[src/rtl/gpd_pkg.sv]
package gpd_pkg;
  localparam int NUM_CH = 2;

  typedef enum logic [1:0] {
    STROBE_NONE  = 2'd0,
    STROBE_SET   = 2'd1,
    STROBE_CLR   = 2'd2,
    STROBE_BAD   = 2'd3
  } strobe_kind_t;

  typedef logic [NUM_CH-1:0] ch_vec_t;

  function automatic strobe_kind_t classify(input logic s, input logic c);
    if (s && c)  return STROBE_BAD;
    else if (s)  return STROBE_SET;
    else if (c)  return STROBE_CLR;
    else         return STROBE_NONE;
  endfunction
endpackage

[src/rtl/gpd_chan_decoder.sv]
module gpd_chan_decoder
  import gpd_pkg::*;
#(
  parameter int WDOG_CYCLES = 375
) (
  input  logic clk,
  input  logic rst,
  input  logic uv_ok,
  input  logic set_i,
  input  logic clr_i,
  output logic level_o,
  output logic fault_o
);
  localparam int CW = $clog2(WDOG_CYCLES + 1);
  localparam logic [CW-1:0] LIMIT = CW'(WDOG_CYCLES);
  localparam logic [CW-1:0] LAST  = CW'(WDOG_CYCLES - 1);

  strobe_kind_t kind;
  logic [CW-1:0] quiet_cnt;

  assign kind = classify(set_i, clr_i);

  always_ff @(posedge clk) begin
    if (rst || !uv_ok) begin
      level_o   <= 1'b0;
      fault_o   <= 1'b1;
      quiet_cnt <= LIMIT;
    end else begin
      case (kind)
        STROBE_SET: begin
          level_o   <= 1'b1;
          fault_o   <= 1'b0;
          quiet_cnt <= '0;
        end
        STROBE_CLR: begin
          level_o   <= 1'b0;
          fault_o   <= 1'b0;
          quiet_cnt <= '0;
        end
        STROBE_BAD: begin
          // invalid strobe: everything holds
          level_o   <= level_o;
          fault_o   <= fault_o;
          quiet_cnt <= quiet_cnt;
        end
        default: begin
          if (quiet_cnt < LIMIT) begin
            quiet_cnt <= quiet_cnt + 1'b1;
            if (quiet_cnt == LAST) begin
              level_o <= 1'b0;
              fault_o <= 1'b1;
            end
          end else begin
            level_o <= 1'b0;
            fault_o <= 1'b1;
          end
        end
      endcase
    end
  end
endmodule

[src/rtl/gpd_drive_stage.sv]
module gpd_drive_stage
  import gpd_pkg::*;
(
  input  logic    clk,
  input  logic    rst,
  input  logic    uv_ok,
  input  logic    ilk_en,
  input  ch_vec_t level_i,
  input  ch_vec_t fault_i,
  output ch_vec_t drive_o,
  output ch_vec_t fault_o
);
  ch_vec_t gated;
  ch_vec_t next_drive;

  always_comb begin
    gated = level_i & {NUM_CH{uv_ok}};
    if (ilk_en && (&gated)) next_drive = '0;
    else                    next_drive = gated;
  end

  always_ff @(posedge clk) begin
    if (rst) begin
      drive_o <= '0;
      fault_o <= '1;
    end else begin
      drive_o <= next_drive;
      fault_o <= fault_i | {NUM_CH{~uv_ok}};
    end
  end
endmodule

[src/rtl/gate_pulse_decoder.sv]
module gate_pulse_decoder
  import gpd_pkg::*;
#(
  parameter int WDOG_CYCLES = 375
) (
  input  logic clk,
  input  logic rst,
  input  logic set_a,
  input  logic clr_a,
  input  logic set_b,
  input  logic clr_b,
  input  logic uv_ok,
  input  logic ilk_en,
  output logic drive_a,
  output logic drive_b,
  output logic fault_a,
  output logic fault_b
);
  ch_vec_t set_v, clr_v, level_v, fault_v, drive_v, flag_v;

  assign set_v = {set_b, set_a};
  assign clr_v = {clr_b, clr_a};

  for (genvar ch = 0; ch < NUM_CH; ch++) begin : g_ch
    gpd_chan_decoder #(.WDOG_CYCLES(WDOG_CYCLES)) u_dec (
      .clk     (clk),
      .rst     (rst),
      .uv_ok   (uv_ok),
      .set_i   (set_v[ch]),
      .clr_i   (clr_v[ch]),
      .level_o (level_v[ch]),
      .fault_o (fault_v[ch])
    );
  end

  gpd_drive_stage u_out (
    .clk     (clk),
    .rst     (rst),
    .uv_ok   (uv_ok),
    .ilk_en  (ilk_en),
    .level_i (level_v),
    .fault_i (fault_v),
    .drive_o (drive_v),
    .fault_o (flag_v)
  );

  assign drive_a = drive_v[0];
  assign drive_b = drive_v[1];
  assign fault_a = flag_v[0];
  assign fault_b = flag_v[1];
endmodule

[config.mk]
export PLATFORM = sky130hd
export DESIGN_NAME = gate_pulse_decoder
export DESIGN_NICKNAME = d
export VERILOG_FILES = /design/src/rtl/gpd_pkg.sv /design/src/rtl/gpd_chan_decoder.sv /design/src/rtl/gpd_drive_stage.sv /design/src/rtl/gate_pulse_decoder.sv
export SDC_FILE = /design/constraint.sdc
export NUM_CORES = 1
export LEC_CHECK = 0
export BUFFER_PORTS_ARGS = -buffer_cell sky130_fd_sc_hd__buf_2
export CORE_UTILIZATION = 40
export DETAILED_ROUTE_END_ITERATION = 16
export PLACE_DENSITY = 0.64
export SYNTH_ARGS = -nofsm -noshare
export SYNTH_HDL_FRONTEND = slang
export SYNTH_SLANG_ARGS = --single-unit
[constraint.sdc]
create_clock -name clk -period 4.8 [get_ports clk]
set_input_delay 0.48 -clock clk [delete_from_list [all_inputs] [get_ports clk]]
set_output_delay 0.48 -clock clk [all_outputs]
set_load 0.01 [all_outputs]
Word level (Yosys, flattened, before mapping):

Cells that the tools add are included.

* add/sub/neg operators: 2
* $lt $le $gt $ge: 2
* equality and inequality tests: 12
* mux-type cells: 22
* bitwise logic cells: 5
* reductions and logical operators: 17

Operators by type and width (number)
* $pmux 9 s2: 2
* $add 9x1->9 const B: 2
* $eq 9x9->1 const B: 2
* $lt 9x9->1 const B: 2
* $mux 9: 2
* $reduce_and 2->1: 7
* $mux 2: 6
* $eq 2x2->1 const B: 4
* $mux 1: 8
* $ne 4x4->1 const B: 2
* $ne 3x3->1 const B: 2
* $pmux 1 s3: 2
* $reduce_or 2->1: 3
* $eq 2x1->1 const B: 2
* $pmux 1 s2: 2
* $reduce_bool 2->1: 2
* $logic_and 1x1->1: 3
* $not 1->1: 3
* $and 2x2->2: 1
* $or 2x2->2: 1
* $logic_not 1->1: 1
* $logic_or 1x1->1: 1

* register bits: 26
* input port bits: 8
* output and inout bits: 4
* logic and storage cells: 68

Longest topological paths before layout:

Gate-level depths: netlist of run 1.

* depth in word-level cells: 7
* gate-level depth with buffers: 7
* gate-level depth less buffers: 6

Modules after synthesis:

From an unflattened synthesis of run 1, not the netlist that was laid out.

* cells, all modules: 183
* area, all modules: 1500.2 um2

By module, submodules not included
* gpd_chan_decoder: times used 2, cells each 86, area each 686.9 um2, sequential area each 220.2 um2
* gpd_drive_stage: times used 1, cells each 11, area each 126.4 um2, sequential area each 80.1 um2

Worst setup path before layout of run 1:

OpenSTA, ideal clock, no wires.

* path kind: input -> register
* from: input port clr_a
* to: register g_ch[0].u_dec.quiet_cnt[6]
* library setup time: 0.058 ns
* data arrival time: 1.705 ns
* required time: 4.742 ns
* path slack: 3.037 ns
* cell stages on the path: 6
* path buffers: 0
* path through: inv_1 ha_1 inv_1 or4_1 a211oi_1 a211o_1

* longest elaborated chain between the ends: 7
* elaborated cells between the ends (all ways): 12
* classes of those cells: 3 x eq/ne; 4 x mux; 1 x bitwise; 4 x reduce/logical

Ends and longest elaborated chain
* start, declared: line gate_pulse_decoder.sv:9 `input logic clr_a,`
* $mux 2: line gpd_pkg.sv:16 `else if (c) return STROBE_CLR;`
* $mux 2: line gpd_pkg.sv:15 `else if (s) return STROBE_SET;`
* $mux 2 *: line gpd_pkg.sv:14 `if (s && c) return STROBE_BAD;`
* $eq 2x1->1 or $eq 2x2->1 (tied branches): line gpd_chan_decoder.sv:29 `case (kind)`
* $reduce_or 2->1 (no line)
* $reduce_bool 2->1 (no line)
* $reduce_and 2->1 (no line)
* end signal, assigned: line gpd_chan_decoder.sv:44 `quiet_cnt <= quiet_cnt;`
* end signal, assigned: line gpd_chan_decoder.sv:48 `quiet_cnt <= quiet_cnt + 1'b1;`
* end, declared: line gpd_chan_decoder.sv:19 `logic [CW-1:0] quiet_cnt;`

Every way passes the cells marked *; elsewhere a longest branch is shown, timed or not.
A chain may end at the register's enable or synchronous reset.

Worst setup path after layout of run 1:

Same ends and word-level chain as after synthesis.

==> flow_summary.json, run 1 <==
{
  "outcome": "completed",
  "initial_utilization_pct": 42.3,
  "synth_nets": 201,
  "postCtsSetupBuffers": 0,
  "synth_edf_count": 0,
  "synth.avg_cell_area_sq_um": 8.50,
  "syn_area_sq_um": 1570,
  "wire_per_inst_um": 14.6,
  "clk_path_buf_depth": 2,
  "cp.arrival_ns": 2.16,
  "ys_ff_latch": 26,
  "synthDistinctLibCells": 48,
  "drive_gt1_share_pct": 12.6,
  "hpwl_mm": 2.50,
  "htree_levels": 1,
  "grt_pass1_wl_mm": 5.91,
  "p_total_mw": 0.539,
  "cts_resized": 0,
  "min_period_ns": 1.93,
  "std_cell_rows": 22,
  "drv_cap": 0,
  "ir_drop_mv": 0.103,
  "cts.sinks": 26,
  "place.gp.congestion": 0.834,
  "synth_area_leaders": "dfxtp_1 33%, ha_1 6.4%, nand2_1 3.8%",
  "yosys.area.top_type_share_pct": 33.1,
  "io_pins": 12,
  "fin_skew_ns": 0.00267,
  "dieArea_sq_um": 4190,
  "antenna_found_initial": 0,
  "synth-seq-area-share_pct": 33.1,
  "end_kind": "flop",
  "wl_mm": 3.48,
  "numCtsBuffers": 3,
  "slew_headroom_pct": 25.1,
  "drtIter0Drc": 181,
  "vias": 1493,
  "synthTopCellsByCount": "26 x dfxtp_1, 16 x nand2_1, 14 x inv_1",
  "ant_nets": 0,
  "min_path_type": "input pin to flop",
  "fmax_mhz": 518,
  "insertion_delay_ns": 0.27,
  "startpoint_type": "input pin",
  "port_buffers": 11,
  "finalSetupViolCount": 0,
  "cts_root_buf": "clkbuf_8",
  "die_x_um": 64.7,
  "grt_pass1_vias": 1352,
  "drc": 0,
  "core-area_sq_um": 3720,
  "finalCritPeriodShare_pct": 40.2,
  "grtUsageTotal_pct": 17.8,
  "maxSlewViolCount": 0,
  "die_h_um": 64.7,
  "synth_most_common_cell": "dfxtp_1",
  "critPathMaxFanout": 13,
  "postLayoutCoreUtil_pct": 46.3,
  "p_leak_nw": 0.709,
  "grt_max_degree": 18,
  "critPathKind": "input pin to flop",
  "p_per_area_nw_per_um2": 314,
  "cts.clk_slew.worst_paths_ns": 0.09,
  "async_reset_ff_share_pct": 0,
  "ctsHoldBuffers": 0,
  "syn_to_final_growth_pct": 9.31,
  "yosysTopAreaCell": "dfxtp_1",
  "synth_cells": 185,
  "antenna_cells": 0,
  "ys.warnings.count": 0,
  "fin_hold_ws_ns": 0.400,
  "grt_overflow": 0,
  "viasPerCell": 6.27,
  "fin_nets": 207,
  "synth_top_flop_cell": "dfxtp_1",
  "final.setup.tns_ns": 0,
  "cts_tree": "yes",
  "worst_pin_slew_ns": 1.12,
  "hold_violations": 0,
  "r2r_slack_ns": 2.99,
  "rsz0062_at_grt": "false",
  "dr.pass1.iters": 4,
  "crit_required_ns": 5.03
}
## state kept, by name (all words and copies together) (netlist names)
| signal | flops |
|---|---|
| g_ch.u_dec.quiet_cnt | 18 |
| g_ch.u_dec.fault_o | 2 |
| g_ch.u_dec.level_o | 2 |
| u_out.drive_o | 2 |
| u_out.fault_o | 2 |
## area by class of cell
class,instances,area [sq um]
inverters,14,52.6
flip-flops and latches,26,520
well taps,48,60.1
fillers,366,2000
multi-input cells,135,960
clock buffers,3,41.3
clock inverters,1,30.0
repair buffers,11,55.1
## final timing paths
| check | start | endpoint | cells past startpoint |
|---|---|---|---|
| min | ilk_en | u_out.drive_o[0] | 2 |
| min reg2reg | g_ch[1].u_dec.fault_o | u_out.fault_o[1] | 1 |
| max reg2reg | g_ch[0].u_dec.quiet_cnt[2] | g_ch[0].u_dec.quiet_cnt[1] | 4 |
| max | clr_a | g_ch[0].u_dec.quiet_cnt[6] | 7 |
## placed cells by master, fill, tap and decap left out, types with 2 or more instances in the layout
cell and instances:
dfxtp_1 26, nand2_1 16, inv_1 14, nand3_1 11, buf_2 11, o21ai_0 8, ha_1 8, a21oi_1 7
nor2_1 6, nand4_1 6, nand2b_1 6, and3_1 5, a21o_1 5, o211ai_1 5, a211oi_1 5, a211o_1 5
o22ai_1 3, a2111oi_0 3, clkbuf_8 3, nor2b_1 2, a41o_1 2, a41oi_1 2, or4_1 2, a31o_2 2
a221o_1 2, or3_1 2, a311o_1 2
## report_power, final
| part | switching, mW | internal [mW] | leakage [nW] | total (mW) |
|---|---|---|---|---|
| logic | 0.0671 | 0.0462 | 0.460 | 0.113 |
| registers | 0.0169 | 0.227 | 0.213 | 0.244 |
| clock network | 0.0708 | 0.112 | 0.0357 | 0.182 |
## worst max-delay path: stages
cell and delay, ns:
buf_2 0.09, inv_1 0.04, ha_1 0.51, inv_1 0.15
or4_1 0.53, a211oi_1 0.22, a211o_1 0.13
## cells by family after synthesis
kind of cell,after synthesis,synth area share [%]
simple gates,65,23.0
compound gates,61,31.0
flops,26,33.1
buf+inv,24,5.89
fa+ha+maj,8,6.36
mux,1,0.636
## stage by stage
stage	instances	area, sq um	worst slack, ns
after global placement	234	1650	2.63
after floorplan	185	1570	3.04
after detailed placement	234	1650	2.60
after global routing	238	1720	2.73
after CTS	238	1720	2.88
final	238	1720	2.87
## per-layer routing
metal	global-route usage, %	wire [um]
met1	22.7	1560
met4	9.17	61
met5	0	0
met2	28.9	1650
met3	2.64	213
No activity file was read; power rests on OpenSTA's default activity.
==> run 2, diff against run 1 <==
==> constraint.sdc (replaced) <==
create_clock -name clk -period 1.8 [get_ports clk]
set_input_delay 0.18 -clock clk [delete_from_list [all_inputs] [get_ports clk]]
set_output_delay 0.18 -clock clk [all_outputs]
set_load 0.01 [all_outputs]
==> flow_summary.json, run 2 (same netlist as run 1, synthesis figures left out) <==
{
  "hpwl_mm": 2.63,
  "p_int_mw": 1.05,
  "final_common_cell": "dfxtp_1",
  "cts.sinks": 26,
  "layout_common_cells": "24 x dfxtp_1, 16 x nand2_1, 14 x inv_1",
  "initial_utilization_pct": 42.3,
  "min_path_type": "input pin to flop",
  "p_leak_nw": 0.757,
  "clk_path_buf_depth": 2,
  "core-area_sq_um": 3720,
  "fmax_mhz": 599,
  "grtUsageTotal_pct": 19.0,
  "r2r-end": "g_ch[0].u_dec.quiet_cnt[0]",
  "min_from": "ilk_en",
  "min_to": "u_out.drive_o[0]",
  "antenna_found_initial": 0,
  "top_register": "g_ch.u_dec.quiet_cnt",
  "place.gp.congestion": 0.850,
  "cts.clk_slew.worst_paths_ns": 0.10,
  "cp.arrival_ns": 1.84,
  "startpoint_type": "flop",
  "worst_pin_slew_ns": 0.428,
  "reg2reg_from": "g_ch[0].u_dec.quiet_cnt[7]",
  "antenna_cells": 0,
  "critPathMaxFanout": 5,
  "numCtsBuffers": 3,
  "io_pins": 12,
  "slew_headroom_pct": 71.5,
  "wire_per_inst_um": 14.7,
  "final.setup.tns_ns": 0,
  "end_kind": "flop",
  "ir_drop_mv": 0.440,
  "critPathKind": "flop to flop",
  "drtIter0Drc": 156,
  "p_sw_mw": 0.421,
  "dr.pass1.iters": 4,
  "fin_nets": 217,
  "drv_cap": 0,
  "holdPathStages": 2,
  "die_x_um": 64.7,
  "p_total_mw": 1.47,
  "grt_pass1_wl_mm": 6.40,
  "maxSlewViolCount": 0,
  "grt_pass1_vias": 1383,
  "syn_to_final_growth_pct": 14.6,
  "finalSetupViolCount": 0,
  "cts_tree": "yes",
  "netSwitchingFraction_pct": 28.7,
  "htree_levels": 1,
  "min_period_ns": 1.67,
  "die_h_um": 64.7,
  "r2r_slack_ns": 0.13,
  "viasPerCell": 6.03,
  "p_seq_share_pct": 44.0,
  "drive_gt1_share_pct": 18.0,
  "largest_reg_flops": 18,
  "grt_overflow": 0,
  "postCtsSetupBuffers": 0,
  "vias": 1496,
  "port_buffers": 11,
  "grt_max_degree": 18,
  "ant_nets": 0,
  "rsz0062_at_grt": "false",
  "insertion_delay_ns": 0.27,
  "wl_mm": 3.65,
  "outcome": "completed",
  "p_per_area_nw_per_um2": 815,
  "finalCritPeriodShare_pct": 92.7,
  "drc": 0,
  "std_cell_rows": 22,
  "pwr-share-clk_pct": 32.8,
  "crit_required_ns": 1.97,
  "cts_root_buf": "clkbuf_8",
  "dieArea_sq_um": 4190,
  "fin_skew_ns": 0.00933,
  "reg2reg_depth": 4,
  "p_comb_share_pct": 23.2,
  "hold_violations": 0
}
==> run 2: cell count changes in the layout (fill, tap and decap cells not counted) <==
cell	change
dfxtp_2	+2
o31ai_2	+1
buf_4	+9
dfxtp_1	-2
==> run 2: routing by layer <==
metal / global-route usage [%] / part of all wire [%] / vias up
li1: - / - / 743
met1: 26.3 / 48 / 705
met2: 30.6 / 46 / 44
met3: 2.82 / 5.0 / 4
met4: 4.72 / 0.93 / 0
met5: 0 / 0 / -
==> run 2: layout make-up <==
class                   instances  area, sq um
clock buffers                   3         41.3
well taps                      48         60.1
multi-input cells             136          972
inverters                      14         52.6
clock inverters                 1         30.0
flip-flops and latches         26          523
repair buffers                 20          123
fillers                       355         1910
==> run 2: worst max path at each step <==
| stage | from | slack [ns] | endpoint |
|---|---|---|---|
| 2_1_floorplan | g_ch[0].u_dec.quiet_cnt[3] | 0.20 | g_ch[0].u_dec.quiet_cnt[0] |
| 3_3_place_gp | g_ch[0].u_dec.quiet_cnt[7] | 0.16 | g_ch[0].u_dec.quiet_cnt[4] |
| 3_5_place_dp | g_ch[0].u_dec.quiet_cnt[4] | 0.13 | g_ch[0].u_dec.quiet_cnt[4] |
| 4_1_cts | g_ch[0].u_dec.quiet_cnt[5] | 0.11 | g_ch[0].u_dec.quiet_cnt[0] |
| 5_1_grt | g_ch[0].u_dec.quiet_cnt[0] | 0.02 | g_ch[0].u_dec.quiet_cnt[6] |
| 6_report | g_ch[0].u_dec.quiet_cnt[7] | 0.13 | g_ch[0].u_dec.quiet_cnt[0] |
==> run 2: power by group through the flow <==
stage          clock [mW]  combinational, mW  sequential, mW
6_report            0.482              0.340           0.646
5_1_grt             0.530              0.379           0.654
4_1_cts             0.497              0.326           0.644
3_5_place_dp            0              0.324           0.658
3_3_place_gp            0              0.317           0.655
2_1_floorplan           0              0.245           0.644
==> run 2: timing repair <==
action | CTS | global route
endpoints found under the setup margin | 0 | 4
resized for setup | 0 | 2
hold buffers | 0 | 0
==> run 2: metrics by stage <==
stage               cell area (sq um)  hold slack, ns  utilization, %  cells  setup WS [ns]
floorplan                        1570           0.277               -    185          0.202
global placement                 1720           0.378            46.2    243          0.160
finish                           1800          0.0922            48.5    248          0.131
global route                     1800           0.101            48.5    248         0.0163
detailed placement               1720           0.385            46.2    243          0.126
CTS                              1790          0.0899            48.1    247          0.111
==> run 2: worst max-delay path: stages, from the launching register on <==
cell and delay, ns:
dfxtp_1 0.36, or3b_4 0.42, o31ai_4 0.35, a2111oi_0 0.16
a211o_1 0.28
==> run 3, diff against run 2 <==
--- a/config.mk
+++ b/config.mk
@@ -6,9 +6,9 @@
 export NUM_CORES = 1
 export LEC_CHECK = 0
 export BUFFER_PORTS_ARGS = -buffer_cell sky130_fd_sc_hd__buf_2
-export CORE_UTILIZATION = 40
+export CORE_UTILIZATION = 28
 export DETAILED_ROUTE_END_ITERATION = 16
-export PLACE_DENSITY = 0.64
+export PLACE_DENSITY = 0.5
 export SYNTH_ARGS = -nofsm -noshare
 export SYNTH_HDL_FRONTEND = slang
 export SYNTH_SLANG_ARGS = --single-unit
==> flow_summary.json, run 3 (same netlist as run 1, synthesis figures left out) <==
{
  "cts_tree": "yes",
  "cp_cell_sequence": "ha_1 -> nand3_1 -> or4_1 -> a211oi_1 -> a211o_1",
  "io_pins": 12,
  "end_kind": "flop",
  "htree_levels": 1,
  "antenna_cells": 0,
  "wire_per_inst_um": 13.5,
  "cts.sinks": 26,
  "cp-startpoint": "g_ch[0].u_dec.quiet_cnt[1]",
  "numCtsBuffers": 3,
  "postLayoutCoreUtil_pct": 35.3,
  "fmax_mhz": 597,
  "rsz0062_at_grt": "false",
  "grtUsageTotal_pct": 13.7,
  "hold_violations": 0,
  "critPathKind": "flop to flop",
  "fin_nets": 222,
  "postCtsSetupBuffers": 0,
  "vias": 1450,
  "layout_common_cells": "26 x dfxtp_1, 16 x nand2_1, 15 x buf_4",
  "instances_no_fill": 275,
  "drive_gt1_share_pct": 19.0,
  "critPathMaxFanout": 6,
  "initial_utilization_pct": 29.8,
  "post-place-ws_ns": 0.134,
  "placedInstanceArea_sq_um": 1790,
  "setup_slack_ns": 0.124,
  "top_register": "g_ch.u_dec.quiet_cnt",
  "cts_root_buf": "clkbuf_8",
  "worst_pin_slew_ns": 0.352,
  "drc": 0,
  "dieArea_sq_um": 5920,
  "wl_mm": 3.71,
  "ctsHoldBuffers": 0,
  "die_h_um": 76.9,
  "drtIter0Drc": 116,
  "dp.cells": 271,
  "slew_headroom_pct": 75.9,
  "min_from": "ilk_en",
  "p_per_area_nw_per_um2": 800,
  "dr.pass1.iters": 4,
  "clk_path_buf_depth": 2,
  "fin_skew_ns": 0.00311,
  "cts.clk_slew.worst_paths_ns": 0.10,
  "finalSetupViolCount": 0,
  "startpoint_type": "flop",
  "syn_to_final_growth_pct": 18.2,
  "largest_reg_flops": 18,
  "maxSlewViolCount": 0,
  "final_common_cell": "dfxtp_1",
  "final.setup.tns_ns": 0,
  "slowest_delay_ns": 0.43,
  "cp.arrival_ns": 1.91,
  "drv_cap": 0,
  "place.gp.congestion": 0.845,
  "die_x_um": 76.9,
  "p_leak_nw": 0.780,
  "hpwl_mm": 2.74,
  "insertion_delay_ns": 0.28,
  "grt_pass1_wl_mm": 6.64,
  "fin_area_sq_um": 1860,
  "outcome": "completed",
  "finalCritPeriodShare_pct": 93.1,
  "ant_nets": 0,
  "ir_drop_mv": 0.277,
  "core-area_sq_um": 5270,
  "min_path_type": "input pin to flop",
  "grt_overflow": 0,
  "std_cell_rows": 26,
  "antenna_found_initial": 0,
  "reg2reg_from": "g_ch[0].u_dec.quiet_cnt[1]",
  "port_buffers": 11,
  "grt_pass1_vias": 1420,
  "crit_required_ns": 2.03,
  "viasPerCell": 5.27,
  "grt_max_degree": 18,
  "min_period_ns": 1.68,
  "slowest_stage": "or4_1",
  "cts_resized": 0
}
## run 3: cell types whose count changed in the layout (fill, tap and decap cells not counted), sizes merged
cell	change
buf	+6
o31ai	-1
## run 3: worst paths after layout
check	end	slack, ns	cells after the start
worst max-delay path	g_ch[0].u_dec.quiet_cnt[6]	0.12	5
worst min-delay path	u_out.drive_o[0]	0.08	2
worst max register to register	g_ch[0].u_dec.quiet_cnt[6]	0.12	5
worst min register to register	u_out.fault_o[1]	0.44	1
## run 3: routing by layer
| metal | vias up | routed length [um] | track usage, % |
|---|---|---|---|
| li1 | 750 | - | - |
| met1 | 675 | 1880 | 18.1 |
| met2 | 21 | 1670 | 22.1 |
| met3 | 4 | 117 | 2.26 |
| met4 | 0 | 46 | 5.19 |
| met5 | - | 0 | 0 |
## run 3: where the power goes
group	internal (mW)	total, mW	switching, mW
Sequential	0.605	0.641	0.0361
Clock	0.298	0.501	0.203
Combinational	0.152	0.346	0.194
Total	1.05	1.49	0.433
## run 3: worst max-delay path: cells and delay by family, from the launching register on
family          cells  cell delay (ns)
simple gates        2             0.59
compound gates      2             0.40
fa+ha+maj           1             0.22
flops               1             0.42
## run 3: final cells by class
class | instances | area, sq um
tap | 70 | 87.6
fill | 565 | 3410
clock inverter | 1 | 30.0
multi-input combinational | 135 | 960
timing repair buffer | 26 | 168
sequential | 26 | 520
clock buffer | 3 | 41.3
inverter | 14 | 52.6
## run 3: through the flow
step	total power [mW]	hold slack (ns)
final	1.49	0.0840
after global routing	1.58	0.0872
after detailed placement	0.999	0.386
after global placement	1.00	0.388
after floorplan	0.889	0.277
after CTS	1.51	0.0727
